===== config.mk =====
export PLATFORM = sky130hd
export DESIGN_NAME = mcycle_strobe_gen
export DESIGN_NICKNAME = d
export VERILOG_FILES = /design/src/rtl/mcs_pkg.sv /design/src/rtl/mcs_reset_qual.sv /design/src/rtl/mcs_latch_cfg.sv /design/src/rtl/mcs_sequencer.sv /design/src/rtl/mcycle_strobe_gen.sv
export SDC_FILE = /design/constraint.sdc
export NUM_CORES = 1
export LEC_CHECK = 0
export BUFFER_PORTS_ARGS = -buffer_cell sky130_fd_sc_hd__buf_2
export CORE_UTILIZATION = 49
export DETAILED_ROUTE_END_ITERATION = 6
export PLACE_DENSITY = 0.78
export RECOVER_POWER = 100
export SETUP_SLACK_MARGIN = 0.3
export SLEW_MARGIN = 25
export SYNTH_ARGS = -nofsm -noshare
export SYNTH_HDL_FRONTEND = slang
export SYNTH_SLANG_ARGS = --single-unit

===== constraint.sdc =====
create_clock -name clk -period 2.3 [get_ports clk]
set_input_delay 0 -clock clk [delete_from_list [all_inputs] [get_ports clk]]
set_output_delay 0 -clock clk [all_outputs]
set_load 0.02 [all_outputs]

===== src/rtl/mcs_pkg.sv =====
package mcs_pkg;
    localparam int unsigned MCS_NORM_SLOTS = 12;
    localparam logic [7:0]  MCS_CTL_ADDR   = 8'h8E;

    // number of slots in one machine cycle for the given mode
    function automatic int unsigned slots_of(input logic dbl, input int unsigned norm);
        return dbl ? norm / 2 : norm;
    endfunction
endpackage


===== src/rtl/mcs_reset_qual.sv =====
module mcs_reset_qual #(
    parameter int unsigned HOLD = 24
) (
    input  logic clk,
    input  logic rst_pin,
    output logic rst_q,
    output logic rst_d
);
    localparam int unsigned CW = $clog2(HOLD + 1);

    typedef struct packed {
        logic [CW-1:0] cnt;
        logic          rst;
    } qual_t;

    qual_t q, n;

    always_comb begin
        n = q;
        if (!rst_pin) begin
            n.cnt = '0;
            n.rst = 1'b0;
        end else begin
            n.cnt = (q.cnt == CW'(HOLD)) ? q.cnt : q.cnt + 1'b1;
            n.rst = (q.cnt >= CW'(HOLD - 1));
        end
    end

    always_ff @(posedge clk) begin
        q <= n;
    end

    assign rst_q = q.rst;
    assign rst_d = n.rst;

    // reset may only appear once the full hold window has been counted
    assert_full_hold_R1: assert property (@(posedge clk) disable iff (!rst_pin)
        $rose(q.rst) |-> (q.cnt == CW'(HOLD)))
        else $error("core reset raised before hold window elapsed");
endmodule


===== src/rtl/mcs_latch_cfg.sv =====
module mcs_latch_cfg #(
    parameter logic [7:0] CTL_ADDR = 8'h8E
) (
    input  logic       clk,
    input  logic       core_rst_q,
    input  logic       wr_en,
    input  logic [7:0] wr_addr,
    input  logic [7:0] wr_data,
    output logic       dis_q,
    output logic       dis_d
);
    logic hit;

    always_comb begin
        hit   = wr_en && (wr_addr == CTL_ADDR);
        dis_d = dis_q;
        if (core_rst_q)
            dis_d = 1'b0;
        else if (hit)
            dis_d = wr_data[0];
    end

    always_ff @(posedge clk) begin
        dis_q <= dis_d;
    end

    assert_foreign_write_ignored_R9: assert property (@(posedge clk) disable iff (core_rst_q)
        (wr_en && wr_addr != CTL_ADDR) |=> $stable(dis_q))
        else $error("disable bit changed by write to another address");
endmodule


===== src/rtl/mcs_sequencer.sv =====
module mcs_sequencer #(
    parameter int unsigned NORM_SLOTS = 12,
    localparam int unsigned SW = $clog2(NORM_SLOTS)
) (
    input  logic          clk,
    input  logic          core_rst_q,
    input  logic          core_rst_d,
    input  logic          dis_d,
    input  logic          dbl_sel,
    input  logic          xdata_req,
    input  logic          ext_exec,
    output logic [SW-1:0] slot_q,
    output logic          dbl_q,
    output logic          latch_q,
    output logic          code_rd_q
);
    localparam int unsigned N_HALF = NORM_SLOTS / 2;
    localparam int unsigned N_QTR  = N_HALF / 2;
    localparam int unsigned D_SLOTS = NORM_SLOTS / 2;
    localparam int unsigned D_HALF = D_SLOTS / 2;
    localparam int unsigned D_QTR  = D_HALF / 2;

    typedef struct packed {
        logic [SW-1:0] slot;
        logic          dbl;
        logic          xd;
        logic          ext;
        logic          latch;
        logic          rd;
    } seq_t;

    seq_t q, n;
    logic [SW-1:0] last_q, half_n, qtr_n, half_q;
    logic          wrap;

    always_comb begin
        last_q = q.dbl ? SW'(D_SLOTS - 1) : SW'(NORM_SLOTS - 1);
        half_q = q.dbl ? SW'(D_HALF) : SW'(N_HALF);
        wrap   = core_rst_q || (q.slot == last_q);
        n      = q;
        half_n = '0;
        qtr_n  = '0;
        if (core_rst_d) begin
            n.slot  = '0;
            n.dbl   = dbl_sel;
            n.xd    = 1'b0;
            n.ext   = ext_exec;
            n.latch = 1'b1;
            n.rd    = 1'b0;
        end else begin
            if (wrap) begin
                n.slot = '0;
                n.dbl  = dbl_sel;
                n.xd   = xdata_req;
                n.ext  = ext_exec;
            end else begin
                n.slot = q.slot + 1'b1;
            end
            half_n  = n.dbl ? SW'(D_HALF) : SW'(N_HALF);
            qtr_n   = n.dbl ? SW'(D_QTR) : SW'(N_QTR);
            n.latch = (dis_d && !n.ext)
                    || (n.slot == '0 && !n.xd)
                    || (n.slot == half_n);
            n.rd    = n.ext && !n.xd
                    && (n.slot == qtr_n || n.slot == half_n + qtr_n);
        end
    end

    always_ff @(posedge clk) begin
        q <= n;
    end

    assign slot_q    = q.slot;
    assign dbl_q     = q.dbl;
    assign latch_q   = q.latch;
    assign code_rd_q = q.rd;

    always_ff @(posedge clk) begin
        if (core_rst_q) begin
            assert_idle_in_reset_R2: assert (q.latch && !q.rd && q.slot == '0)
                else $error("strobes active during reset");
        end
    end

    assert_read_pulse_single_R6: assert property (@(posedge clk) disable iff (core_rst_q)
        q.rd |=> !q.rd)
        else $error("code read longer than one slot");

    assert_no_read_on_data_R7: assert property (@(posedge clk) disable iff (core_rst_q)
        q.xd |-> !q.rd)
        else $error("code read during data transfer cycle");

    assert_mode_held_R8: assert property (@(posedge clk) disable iff (core_rst_q)
        (q.slot != '0) |-> ($stable(q.dbl) && $stable(q.ext) && $stable(q.xd)))
        else $error("cycle attributes changed mid-cycle");

    assert_latch_kept_external_R10: assert property (@(posedge clk) disable iff (core_rst_q)
        (q.ext && q.slot == half_q) |-> q.latch)
        else $error("latch strobe missing during external fetch");
endmodule


===== src/rtl/mcycle_strobe_gen.sv =====
module mcycle_strobe_gen #(
    parameter int unsigned NORM_SLOTS = mcs_pkg::MCS_NORM_SLOTS,
    parameter logic [7:0]  CTL_ADDR   = mcs_pkg::MCS_CTL_ADDR,
    localparam int unsigned SW = $clog2(NORM_SLOTS)
) (
    input  logic          clk,
    input  logic          rst_pin,
    input  logic          xdata_req,
    input  logic          ext_exec,
    input  logic          dbl_sel,
    input  logic          cfg_wr_en,
    input  logic [7:0]    cfg_wr_addr,
    input  logic [7:0]    cfg_wr_data,
    output logic          core_rst,
    output logic          addr_latch,
    output logic          code_rd_n,
    output logic [SW-1:0] slot_idx,
    output logic          cyc_start,
    output logic          dbl_active
);
    localparam int unsigned HOLD = 2 * mcs_pkg::slots_of(1'b0, NORM_SLOTS);

    logic rst_q, rst_d, dis_q, dis_d, latch_q, code_rd_q;

    mcs_reset_qual #(.HOLD(HOLD)) u_qual (
        .clk     (clk),
        .rst_pin (rst_pin),
        .rst_q   (rst_q),
        .rst_d   (rst_d)
    );

    mcs_latch_cfg #(.CTL_ADDR(CTL_ADDR)) u_cfg (
        .clk        (clk),
        .core_rst_q (rst_q),
        .wr_en      (cfg_wr_en),
        .wr_addr    (cfg_wr_addr),
        .wr_data    (cfg_wr_data),
        .dis_q      (dis_q),
        .dis_d      (dis_d)
    );

    mcs_sequencer #(.NORM_SLOTS(NORM_SLOTS)) u_seq (
        .clk        (clk),
        .core_rst_q (rst_q),
        .core_rst_d (rst_d),
        .dis_d      (dis_d),
        .dbl_sel    (dbl_sel),
        .xdata_req  (xdata_req),
        .ext_exec   (ext_exec),
        .slot_q     (slot_idx),
        .dbl_q      (dbl_active),
        .latch_q    (latch_q),
        .code_rd_q  (code_rd_q)
    );

    assign core_rst   = rst_q;
    assign addr_latch = latch_q;
    assign code_rd_n  = ~code_rd_q;
    assign cyc_start  = (slot_idx == '0) && !rst_q;

    assert_disable_cleared_R11: assert property (@(posedge clk) disable iff (!rst_q)
        rst_q |=> !dis_q)
        else $error("disable bit survived reset");
endmodule


==> flow_summary.json <==
{
  "period_needed_ps": 1970,
  "path_common_cell": "inv_1",
  "ys_ff_latch": 16,
  "drive_gt1_frac": 0.215,
  "filler_cell_count": 168,
  "die_x_um": 45.9,
  "antenna_found_initial": 0,
  "diodes": 0,
  "wire_per_inst_um": 11.2,
  "path_clk_slew_ps": 90,
  "cp_data_arrival_time_ps": 2180,
  "routabilityCongestion": 0.791,
  "cts_sinks": 16,
  "fin_skew_ps": 1.87,
  "syn_area_um2": 943,
  "cts_tree": "built",
  "r2r-start": "u_seq.slot_q[0]",
  "worst_r2r_path_depth": 6,
  "netlist_instances": 106,
  "timing.fmax_mhz": 507,
  "grt_pass1_wl_um": 2720,
  "ys.flop_type": "dfxtp_1",
  "cp_slowest_cell": "dfxtp_1",
  "synth-seq-area-share": 0.340,
  "ant_nets": 0,
  "vias_per_cell": 5.10,
  "htree_levels": 1,
  "grt_overflow": 0,
  "track_usage": 0.180,
  "worstHoldPathType": "in -> reg",
  "nNetsFinal": 157,
  "grt_pass1_vias": 642,
  "setup_viol": 0,
  "synth_edf_count": 0,
  "status": "complete, no violations",
  "synth_nets": 132,
  "tns_ps": 0,
  "relSlewSlack": 0.764,
  "leakage_uw": 0.000468,
  "wl_um": 1730,
  "cts_setup_buffers": 0,
  "clock_latency_ps": 280,
  "whs_endpoint": "u_cfg.dis_q",
  "dp_hpwl_um": 1230,
  "numCtsBuffers": 3,
  "root_buffer": "clkbuf_4",
  "core_area_um2": 1760,
  "areaGrowthSynthToFinish_pct": 18.7,
  "layout_common_cells": "buf_2 (16), dfxtp_1 (16), inv_1 (9)",
  "slowest_delay_ps": 470,
  "hp-start": "cfg_wr_addr[0]",
  "grt_max_degree": 13,
  "async_reset_ff_frac": 0,
  "drc": 0,
  "avgSynthCellArea_um2": 8.90,
  "r2r_slack_ps": 330,
  "place_worst_setup_slack_ps": 308,
  "vias": 790,
  "fin_ws_ps": 329,
  "power_density_nw_per_um2": 909,
  "die_h_um": 45.9,
  "boundaryPins": 31,
  "cap_violations": 0,
  "crit_type": "reg -> reg",
  "peakVddDrop_mv": 0.608,
  "clockBufferDepth": 2,
  "hold_viol": 0,
  "start_util": 0.535,
  "rows": 15,
  "cp.required_ps": 2510,
  "worstMarginPinSlew_ps": 353,
  "crit_chain": "inv_1 > ha_4 > inv_1 > or4_1 > a221o_1 > o2111ai_1",
  "yosysUniqueCellTypes": 45,
  "crit_fanout": 8,
  "synth_warnings": 0,
  "portBuffers": 23,
  "slew_viol_final": 0,
  "dieArea_um2": 2100,
  "cp-end-kind": "flip-flop",
  "hold_ws_ps": 52.6,
  "r2r-end": "u_seq.latch_q",
  "drt-initial-drc-count": 15,
  "cp-start-kind": "flip-flop",
  "rsz0062_at_grt": "no",
  "period_share": 0.857,
  "hold_path_depth": 4,
  "drt_first_pass_iters": 4
}
kinds of logic after synthesis:
| group | share of synthesized area |
|---|---|
| and+or+nand+nor | 0.275 |
| buffers and inverters | 0.101 |
| AOI/OAI and AO/OA | 0.119 |
| DFF | 0.340 |
| xor gates and xnor gates | 0.0743 |
| adders and majority gates | 0.0531 |
| muxes | 0.0385 |
layout make-up:
class | instances | area (µm²) | share of cell area
multi-input cells | 72 | 537 | 0.479
repair buffers | 29 | 161 | 0.144
well taps | 25 | 31.3 | 0.0279
inverters | 9 | 33.8 | 0.0302
flip-flops and latches | 16 | 320 | 0.286
clock buffers | 4 | 36.3 | 0.0324
synthesized netlist by cell type, types with 2 or more instances:
library cell | count | area share
a21oi_1 | 3 | 0.016
nor2b_1 | 3 | 0.020
dfxtp_1 | 16 | 0.34
o211ai_1 | 3 | 0.024
o21ai_0 | 3 | 0.016
nand3_1 | 5 | 0.027
nand2b_1 | 2 | 0.013
xnor2_1 | 5 | 0.046
xor2_1 | 3 | 0.028
and2_1 | 3 | 0.020
buf_4 | 5 | 0.040
or3_1 | 2 | 0.013
ha_1 | 4 | 0.053
nor2_1 | 8 | 0.032
inv_1 | 9 | 0.036
nand2_1 | 2 | 0.0080
nor3b_1 | 2 | 0.016
flip-flops by register name (all words and copies together), names as in the netlist:
signal	count
u_seq.dbl_q	1
u_qual.q	5
u_seq.q	2
u_qual.rst_q	1
u_cfg.dis_q	1
u_seq.code_rd_q	1
u_seq.slot_q	4
u_seq.latch_q	1
metrics by stage:
step	power [µW]	instance area, µm²	cells	utilization
3_3_place_gp	821	1040	147	0.591
4_1_cts	1030	1120	155	0.635
5_1_grt	1090	1120	155	0.635
6_report	1020	1120	155	0.635
3_5_place_dp	836	1040	147	0.591
2_1_floorplan	760	943	106	-
worst max-delay path by stage:
stage | start | end | cells after the start
2_1_floorplan | u_seq.dbl_q | u_seq.dbl_q | 5
5_1_grt | u_seq.slot_q[0] | u_seq.latch_q | 6
4_1_cts | u_seq.slot_q[1] | u_seq.latch_q | 6
3_5_place_dp | u_seq.slot_q[0] | u_seq.latch_q | 6
6_report | u_seq.slot_q[0] | u_seq.latch_q | 6
3_3_place_gp | u_seq.slot_q[0] | u_seq.latch_q | 6
worst max-delay path, delay by kind of cell, from the launching register on:
kind	cells	cell delay, ps
compound gates	2	440
buf+inv	2	210
fa+ha+maj	1	320
simple gates	1	460
flops	1	470
report_power, final:
part           leakage [µW]  internal (µW)  switching [µW]
clock             0.0000210           96.4            87.5
combinational      0.000314            191             214
sequential         0.000133            344            84.9
metal layers:
layer	track usage	vias up	share of wire
met3	0.0714	2	0.051
met1	0.233	358	0.50
li1	-	411	-
met5	0	-	0
met4	0.0529	0	0.0069
met2	0.273	19	0.45
repair_timing:
item / CTS / global route
hold buffers: 4 / 0
gates resized for setup: 1 / 2
cloned: 0 / 0
endpoints found under the setup margin: 1 / 1
endpoints found under the hold margin: 7 / 0
Note: power is estimated with default switching activity, not from simulation.
